## config.mk

```make
export PLATFORM = sky130hd
export DESIGN_NAME = fsk_tone_synth
export DESIGN_NICKNAME = d
export VERILOG_FILES = /design/src/rtl/fsk_pkg.sv /design/src/rtl/fsk_seg_div.sv /design/src/rtl/fsk_phase_seq.sv /design/src/rtl/fsk_ref_div.sv /design/src/rtl/fsk_tone_synth.sv
export SDC_FILE = /design/constraint.sdc
export NUM_CORES = 1
export LEC_CHECK = 0
export BUFFER_PORTS_ARGS = -buffer_cell sky130_fd_sc_hd__buf_2
export CAP_MARGIN = 20
export CELL_PAD_IN_SITES_DETAIL_PLACEMENT = 0
export CELL_PAD_IN_SITES_GLOBAL_PLACEMENT = 1
export CORE_ASPECT_RATIO = 2
export CORE_MARGIN = 2
export CORE_UTILIZATION = 35
export DETAILED_ROUTE_END_ITERATION = 10
export PLACE_DENSITY_LB_ADDON = 0.1
export SYNTH_ARGS = -nofsm -noshare
export SYNTH_HDL_FRONTEND = slang
export SYNTH_HIERARCHICAL = 1
export SYNTH_SLANG_ARGS = --single-unit
```

## constraint.sdc

```tcl
create_clock -name clk -period 15.98 [get_ports clk]
set_clock_uncertainty 0.15 [all_clocks]
set_input_delay 3.196 -clock clk [delete_from_list [all_inputs] [get_ports clk]]
set_output_delay 3.196 -clock clk [all_outputs]
set_load 0.1 [all_outputs]
```

## src/rtl/fsk_pkg.sv

```systemverilog
package fsk_pkg;

  localparam int PH_W = 4;
  localparam int NSEG = 16;

  // Quarter-wave sine samples at k*22.5 degrees, scaled by 1024.
  function automatic int quarter_frac(input int k);
    case (k)
      0:       return 0;
      1:       return 392;
      2:       return 724;
      3:       return 946;
      default: return 1024;
    endcase
  endfunction

  // Amplitude code for a segment: mid-scale plus or minus a rounded sine.
  function automatic int sine_code(input int ph, input int lvl_w);
    int mid;
    int amp;
    int q;
    int k;
    int a;
    mid = 1 << (lvl_w - 1);
    amp = mid - 1;
    q   = ph % 8;
    k   = (q <= 4) ? q : 8 - q;
    a   = (quarter_frac(k) * amp + 512) / 1024;
    return (ph % NSEG < 8) ? mid + a : mid - a;
  endfunction

endpackage

```

## src/rtl/fsk_seg_div.sv

```systemverilog
module fsk_seg_div #(
  parameter int MARK_TC  = 153,
  parameter int SPACE_TC = 95
) (
  input  logic clk,
  input  logic rst,
  input  logic tx_data,
  output logic seg_tick
);
  localparam int MAX_TC = (MARK_TC > SPACE_TC) ? MARK_TC : SPACE_TC;
  localparam int CW     = $clog2(MAX_TC);
  localparam logic [CW-1:0] MARK_LAST  = CW'(MARK_TC - 1);
  localparam logic [CW-1:0] SPACE_LAST = CW'(SPACE_TC - 1);

  logic [CW-1:0] cnt;
  logic          sel_mark;
  logic [CW-1:0] last;

  assign last     = sel_mark ? MARK_LAST : SPACE_LAST;
  assign seg_tick = (cnt == last);

  always_ff @(posedge clk) begin
    if (rst) begin
      cnt      <= '0;
      sel_mark <= 1'b1;
    end else if (seg_tick) begin
      cnt      <= '0;
      sel_mark <= tx_data;
    end else begin
      cnt      <= cnt + 1'b1;
    end
  end
endmodule

```

## src/rtl/fsk_phase_seq.sv

```systemverilog
module fsk_phase_seq #(
  parameter int LVL_W = 8
) (
  input  logic                     clk,
  input  logic                     rst,
  input  logic                     seg_tick,
  input  logic                     tx_en_n,
  output logic [fsk_pkg::PH_W-1:0] phase,
  output logic [LVL_W-1:0]         level
);
  localparam logic [LVL_W-1:0] MID = LVL_W'(1 << (LVL_W - 1));

  logic [LVL_W-1:0] sine_lvl;

  always_ff @(posedge clk) begin
    if (rst)           phase <= '0;
    else if (seg_tick) phase <= phase + 1'b1;
  end

  assign sine_lvl = LVL_W'(fsk_pkg::sine_code(int'(phase), LVL_W));
  assign level    = tx_en_n ? MID : sine_lvl;
endmodule

```

## src/rtl/fsk_ref_div.sv

```systemverilog
module fsk_ref_div #(
  parameter int HALF = 1328
) (
  input  logic clk,
  input  logic rst,
  output logic ref_tick,
  output logic ref_clk
);
  localparam int RW = $clog2(HALF);
  localparam logic [RW-1:0] LAST = RW'(HALF - 1);

  logic [RW-1:0] cnt;

  assign ref_tick = (cnt == LAST);

  always_ff @(posedge clk) begin
    if (rst) begin
      cnt     <= '0;
      ref_clk <= 1'b0;
    end else if (ref_tick) begin
      cnt     <= '0;
      ref_clk <= ~ref_clk;
    end else begin
      cnt     <= cnt + 1'b1;
    end
  end
endmodule

```

## src/rtl/fsk_tone_synth.sv

```systemverilog
module fsk_tone_synth #(
  parameter int MARK_TC  = 153,
  parameter int SPACE_TC = 95,
  parameter int REF_HALF = 1328,
  parameter int LVL_W    = 8
) (
  input  logic             clk,
  input  logic             rst,
  input  logic             tx_data,
  input  logic             tx_en_n,
  output logic [LVL_W-1:0] level,
  output logic [3:0]       phase_idx,
  output logic             ref_clk
);
  logic seg_tick;
  logic ref_tick;

  fsk_seg_div #(.MARK_TC(MARK_TC), .SPACE_TC(SPACE_TC)) u_div (
    .clk(clk), .rst(rst), .tx_data(tx_data), .seg_tick(seg_tick)
  );

  fsk_phase_seq #(.LVL_W(LVL_W)) u_seq (
    .clk(clk), .rst(rst), .seg_tick(seg_tick), .tx_en_n(tx_en_n),
    .phase(phase_idx), .level(level)
  );

  fsk_ref_div #(.HALF(REF_HALF)) u_ref (
    .clk(clk), .rst(rst), .ref_tick(ref_tick), .ref_clk(ref_clk)
  );
endmodule

```

* Yosys cells after proc, flatten, opt, wreduce, memory -nomap -nowiden
Index checks and enable logic that the tools add are counted.
** Storage, ports and cells
- Output and inout bits :: 13
- RAM bits :: 0
- Bits in read-only memories :: 0
- Register bits :: 25
- Input port bits :: 4
- Logic and storage cells :: 32
- Latch bits :: 0
- Memories :: 0
** Cells by class
- Shift-type cells :: 0
- Div/mod/pow operators :: 0
- Bitwise logic cells :: 2
- Muxes and demuxes :: 5
- $lt $le $gt $ge :: 2
- Multipliers :: 1
- Add/sub/neg operators :: 8
- Equal/unequal tests :: 5
- Reductions and logical operators :: 4
** Operator list (count)
- $eq A32 B2 Y1 const B :: 2
- $pmux W11 S4 :: 1
- $eq A32 B1 Y1 const B :: 1
- $logic_not A32 Y1 :: 1
- $mux W32 :: 1
- $mux W8 :: 3
- $add A18 B10 Y18 const B :: 1
- $mul A11 B7 Y18 const B :: 1
- $add A11 B1 Y11 const B :: 1
- $eq A11 B11 Y1 const B :: 1
- $reduce_or A10 Y1 :: 1
- $add A8 B1 Y8 :: 1
- $add A8 B1 Y8 const B :: 1
- $add A8 B8 Y8 const A :: 1
- $eq A8 B8 Y1 :: 1
- $sub A8 B8 Y8 const A :: 1
- $sub A4 B3 Y5 const A :: 1
- $add A4 B1 Y4 const B :: 1
- $lt A4 B4 Y1 const B :: 1
- $reduce_or A2 Y1 :: 2
- $le A3 B3 Y1 const B :: 1
- $and A1 B1 Y1 const A :: 1
- $not A1 Y1 :: 1

* Depth between registers and ports, before layout
- Depth in word-level cells :: 12
- Mapped depth :: 22
- Gate-level depth less buffers :: 21

* By module
The synthesis kept the hierarchy.
** Modules (own cells, without submodules)
- fsk_phase_seq :: cells each 184, sequential area each 80.1 um^2, area each 1526.5 um^2, times used 1
- fsk_ref_div :: cells each 62, sequential area each 240.2 um^2, area each 576.8 um^2, times used 1
- fsk_seg_div :: cells each 42, sequential area each 180.2 um^2, area each 436.7 um^2, times used 1

* Worst setup path before layout
OpenSTA, ideal clock, no wires.
- Kind :: reg-to-output
- Start :: reg u_seq/phase[0] in the netlist's numbering
- End :: out level[5]
- Arrival time :: 7736 ps
- Data required time :: 12634 ps
- Buffers on the path :: 1
- Stages on the path, launching flop included :: 21
- Setup slack :: 4898 ps
- Path through :: dfxtp_1 buf_2 inv_1 ha_1 nand3b_1 a21oi_1 nor2_1 inv_1 ha_1 xnor2_1 fa_1 xor2_1 xnor2_1 fa_1 xnor3_1 xor2_1 o21a_1 o22ai_1 xnor2_1 nor2_1 a211oi_1
** Between the ends
- Cells in the longest elaborated chain, start to end :: 12
- Elaborated cells between the ends (all ways) :: 18
- Those cells by class :: add/sub: 5; mul: 1; order compare: 2; eq/ne: 3; mux: 4; bitwise: 1; reduce/logical: 2
** RTL lines
- start, declared :: RTL line fsk_phase_seq.sv:8 : output logic [fsk_pkg::PH_W-1:0] phase,
- start signal, assigned :: RTL line fsk_phase_seq.sv:17 : else if (seg_tick) phase <= phase + 1'b1;
- $sub A4 B3 Y5 or $le A3 B3 Y1 (tied branches) :: RTL line fsk_pkg.sv:27 : k = (q <= 4) ? q : 8 - q;
- $mux W32 :: RTL line fsk_pkg.sv:27
- $eq A32 B2 Y1 (tied with other cells) :: RTL line fsk_pkg.sv:8 : case (k)
- $pmux W11 S4 :: RTL line fsk_pkg.sv:8
- $mul A11 B7 Y18 :: RTL line fsk_pkg.sv:28 : a = (quarter_frac(k) * amp + 512) / 1024;
- $add A18 B10 Y18 :: RTL line fsk_pkg.sv:28
- $reduce_or A10 Y1 (no source line)
- $and A1 B1 Y1 (no source line)
- $add A8 B1 Y8 (no source line)
- $sub A8 B8 Y8 or $add A8 B8 Y8 (tied branches) :: RTL line fsk_pkg.sv:29 : return (ph % NSEG < 8) ? mid + a : mid - a;
- $mux W8 * :: RTL line fsk_pkg.sv:29
- $mux W8 * :: RTL line fsk_phase_seq.sv:21 : assign level = tx_en_n ? MID : sine_lvl;
- end, declared :: RTL line fsk_tone_synth.sv:11 : output logic [LVL_W-1:0] level,
Every way passes the cells marked *; elsewhere a longest branch is shown, timed or not.

* Worst setup path after layout
- Start :: reg u_seq/phase[0] in the netlist's numbering
- End :: out level[7]
The elaborated chain is that of the path after synthesis.

==> impl_metrics.sql <==
INSERT INTO impl_metrics (metric_group, metric, value, unit) VALUES
('sta', 'final.period_utilization', '63.1', '%'),
('clock_network', 'clkLatencyLatePin', '0.26', 'ns'),
('critical_path', 'timing.setup.critical_path_class', 'flip-flop to output port', ''),
('floorplanning', 'std_cell_core_area', '7160', 'µm²'),
('synth', 'netlist_top_cells_area', 'dfxtp_1, ha_1, xnor2_1', ''),
('global_route', 'grt_busiest_layer', 'met2', ''),
('synth', 'synth-async-reset-ratio', '0', '%'),
('clock_network', 'cts-htree-levels', '1', ''),
('clock_network', 'post_cts_resize_count', '0', ''),
('power', 'cellPowerDensity', '46.3', 'nW/µm²'),
('layout', 'nNetsFinal', '338', ''),
('power', 'power.leakage', '1.23', 'nW'),
('detailed_routing', 'total_wirelength', '5.55', 'mm'),
('clock_network', 'cts_hold_buf', '0', ''),
('power', 'power_dissipated_by_switching_net_loads', '0.0282', 'mW'),
('layout', 'number_of_diodes_added_for_antenna_fixing', '0', ''),
('sta', 'slew-limit-headroom', '48.2', '%'),
('power', 'p_seq_share', '51.2', '%'),
('critical_path', 'critical_path_peak_fanout', '11', ''),
('detailed_routing', 'detail_route.first_pass.iterations', '4', ''),
('global_route', 'grt_antenna_before_repair', '0', ''),
('sta', 'max_freq', '0.0992', 'GHz'),
('synth', 'ys_ff_latch', '25', ''),
('floorplanning', 'width_of_the_die', '64.2', 'µm'),
('floorplanning', 'core.rowCount', '44', ''),
('power', 'portion_of_total_power_attributed_to_combinational_logic', '5.2', '%'),
('global_route', 'grt.met2_usage', '22.9', '%'),
('critical_path', 'crit_required', '12.63', 'ns'),
('critical_path', 'cp-start-kind', 'flip-flop', ''),
('clock_network', 'clkTransAtPathRegs', '0.06', 'ns'),
('power', 'clkPwrFrac', '43.5', '%'),
('floorplanning', 'die_outline_height', '124', 'µm'),
('layout', 'multi_input_comb_area', '1930', 'µm²'),
('placement', 'post_dp_cell_area', '2710', 'µm²'),
('min_path', 'min_path_type', 'flip-flop to flip-flop', ''),
('placement', 'place.gp.congestion', '0.812', ''),
('synth', 'number_of_enable_flip_flop_cells_after_synthesis', '0', ''),
('detailed_routing', 'num_vias', '2104', ''),
('critical_path', 'crit_arrival', '6.74', 'ns'),
('power', 'irDropWorstVdd', '0.0000373', 'V'),
('sta', 'final-hold-violation-count', '0', ''),
('floorplanning', 'start_util', '35.5', '%'),
('clock_network', 'cts_post_setup_buffers_inserted', '0', ''),
('clock_network', 'clock_tree_from_tritoncts', 'done', ''),
('clock_network', 'cts-buffers-inserted', '3', ''),
('global_route', 'grt_pass1_wl', '9.72', 'mm'),
('sta', 'worst_slew_pin_slew', '0.776', 'ns'),
('detailed_routing', 'detail_route.drc_violations', '0', ''),
('synth', 'post_synth.cell_area_avg', '8.82', 'µm²'),
('synth', 'count_of_warnings_emitted_by_yosys', '6', ''),
('sta', 'final-setup-viol-count', '0', ''),
('power', 'power.internal', '0.101', 'mW'),
('detailed_routing', 'avg_wl_per_cell', '14.1', 'µm'),
('status', 'result_of_the_run', 'finished clean', ''),
('synth', 'syn-num-nets', '324', ''),
('layout', 'regArea', '500', 'µm²'),
('placement', 'place.port_buffers', '16', ''),
('synth', 'synth_cell_types', '63', ''),
('critical_path', 'setup.worst_path.end_class', 'output port', ''),
('placement', 'place_hpwl', '4.30', 'mm'),
('clock_network', 'cts_buffer_depth', '2', ''),
('layout', 'fillCellCount', '761', ''),
('clock_network', 'cts.root.buffer_cell', 'clkbuf_16', ''),
('critical_path', 'worst_reg_to_reg_path_cell_count', '6', ''),
('synth', 'yosysTopAreaCell', 'dfxtp_1', ''),
('synth', 'cell_area_synth', '2540', 'µm²'),
('layout', 'area_growth', '9.70', '%'),
('layout', 'drive_above_1_share', '12.3', '%'),
('flow_run', 'drv.max_cap_violation_count', '0', ''),
('sta', 'finalMaxSlewViolations', '0', ''),
('min_path', 'holdPathStages', '1', '');
critical path, cell delays in order (launching register included):
cell and delay, ns:
dfxtp_1 0.52, inv_1 0.21, ha_1 0.34, nand3b_1 0.26, a21oi_1 0.45, nor2_1 0.18, inv_1 0.21, ha_1 0.28
xnor2_1 0.19, fa_1 0.44, xor2_1 0.18, xnor2_1 0.18, fa_1 0.42, xnor3_1 0.43, xor2_1 0.35, ha_1 0.33
or4_4 0.56, o41ai_4 0.35, xnor2_1 0.10, nand2b_1 0.07, buf_2 0.41
cells in the mapped netlist, types with 8 or more instances:
cell type   n
dfxtp_1    25
nor2_1     27
o21ai_0    11
a21oi_1    14
inv_1      21
ha_1       26
xnor2_1    21
xor2_1     16
nand2_1    11
or3_1       8
a211oi_1    9
through the flow:
stage / worst slack [ns] / std cells / total power, mW
6_report: 5.90 / 393 / 0.129
5_1_grt: 5.42 / 393 / 0.135
4_1_cts: 5.87 / 393 / 0.131
3_5_place_dp: 6.19 / 389 / 0.0743
3_3_place_gp: 6.36 / 389 / 0.0742
2_1_floorplan: 4.90 / 288 / 0.0720
cell families (layout without fill, tap and decap cells):
kind of cell,count (synthesis),in the layout,synth area share [%]
xor+xnor,40,40,15.2
fa+ha+maj,32,32,17.5
mux,3,3,1.23
buf+inv,29,42,4.48
compound gates,70,70,21.4
simple gates,89,89,20.4
flops,25,25,19.7
cell type report:
| cell class | count | share of cell area (%) |
|---|---|---|
| multi-input cells | 234 | 69.1 |
| clock buffers | 4 | 2.83 |
| inverters | 21 | 2.83 |
| well taps | 92 | 4.13 |
| flip-flops and latches | 25 | 18.0 |
| repair buffers | 17 | 3.14 |
power by group through the flow:
stage	registers (mW)	clock network (mW)	logic (mW)
final	0.0662	0.0562	0.00671
after global routing	0.0664	0.0607	0.00758
after CTS	0.0661	0.0584	0.00685
after detailed placement	0.0675	0	0.00684
after global placement	0.0675	0	0.00669
after floorplan	0.0670	0	0.00497
flip-flops by register name, indices dropped and copies added, names as in the netlist:
| register | count |
|---|---|
| u_div/cnt | 8 |
| u_ref/cnt | 11 |
| u_ref/ref_clk | 1 |
| u_seq/phase | 4 |
| u_div/sel_mark | 1 |
layer usage:
layer / vias up / wire, µm
met5: - / 0
met4: 0 / 112
met3: 9 / 212
met2: 39 / 2600
met1: 996 / 2620
li1: 1060 / -
cell usage in the layout, fill, tap and decap left out, types with 2 or more instances in the layout:
| cell type | count |
|---|---|
| nor2b_1 | 2 |
| nand3_1 | 7 |
| a21o_1 | 3 |
| mux2i_1 | 2 |
| a211oi_1 | 9 |
| inv_1 | 21 |
| clkbuf_16 | 3 |
| nand4_1 | 4 |
| o21bai_1 | 2 |
| xnor2_1 | 21 |
| o21ai_0 | 11 |
| a21oi_1 | 14 |
| o21a_1 | 2 |
| nand2b_1 | 7 |
| nor2_1 | 27 |
| o22ai_1 | 2 |
| or2_2 | 2 |
| fa_1 | 6 |
| ha_1 | 26 |
| nand3b_1 | 4 |
| buf_2 | 16 |
| or3_1 | 8 |
| nand2_1 | 11 |
| or4_1 | 3 |
| a311o_1 | 2 |
| o31ai_1 | 2 |
| a31oi_1 | 4 |
| dfxtp_1 | 25 |
| xor2_1 | 16 |
| and2_1 | 3 |
| a221oi_2 | 2 |
| o211ai_1 | 2 |
path summary, 6_finish.rpt:
| kind | end | slack (ns) | startpoint |
|---|---|---|---|
| setup / recovery | level[7] | 5.90 | u_seq/phase[0]$_SDFFE_PP0P_ |
| hold / removal | u_ref/cnt[0]$_SDFF_PP0_ | 0.31 | u_ref/cnt[0]$_SDFF_PP0_ |
| setup reg to reg | u_seq/phase[3]$_SDFFE_PP0P_ | 14.09 | u_div/cnt[2]$_SDFF_PP0_ |
| hold reg to reg | u_ref/cnt[0]$_SDFF_PP0_ | 0.31 | u_ref/cnt[0]$_SDFF_PP0_ |
Note: power is estimated with default switching activity, not from simulation.
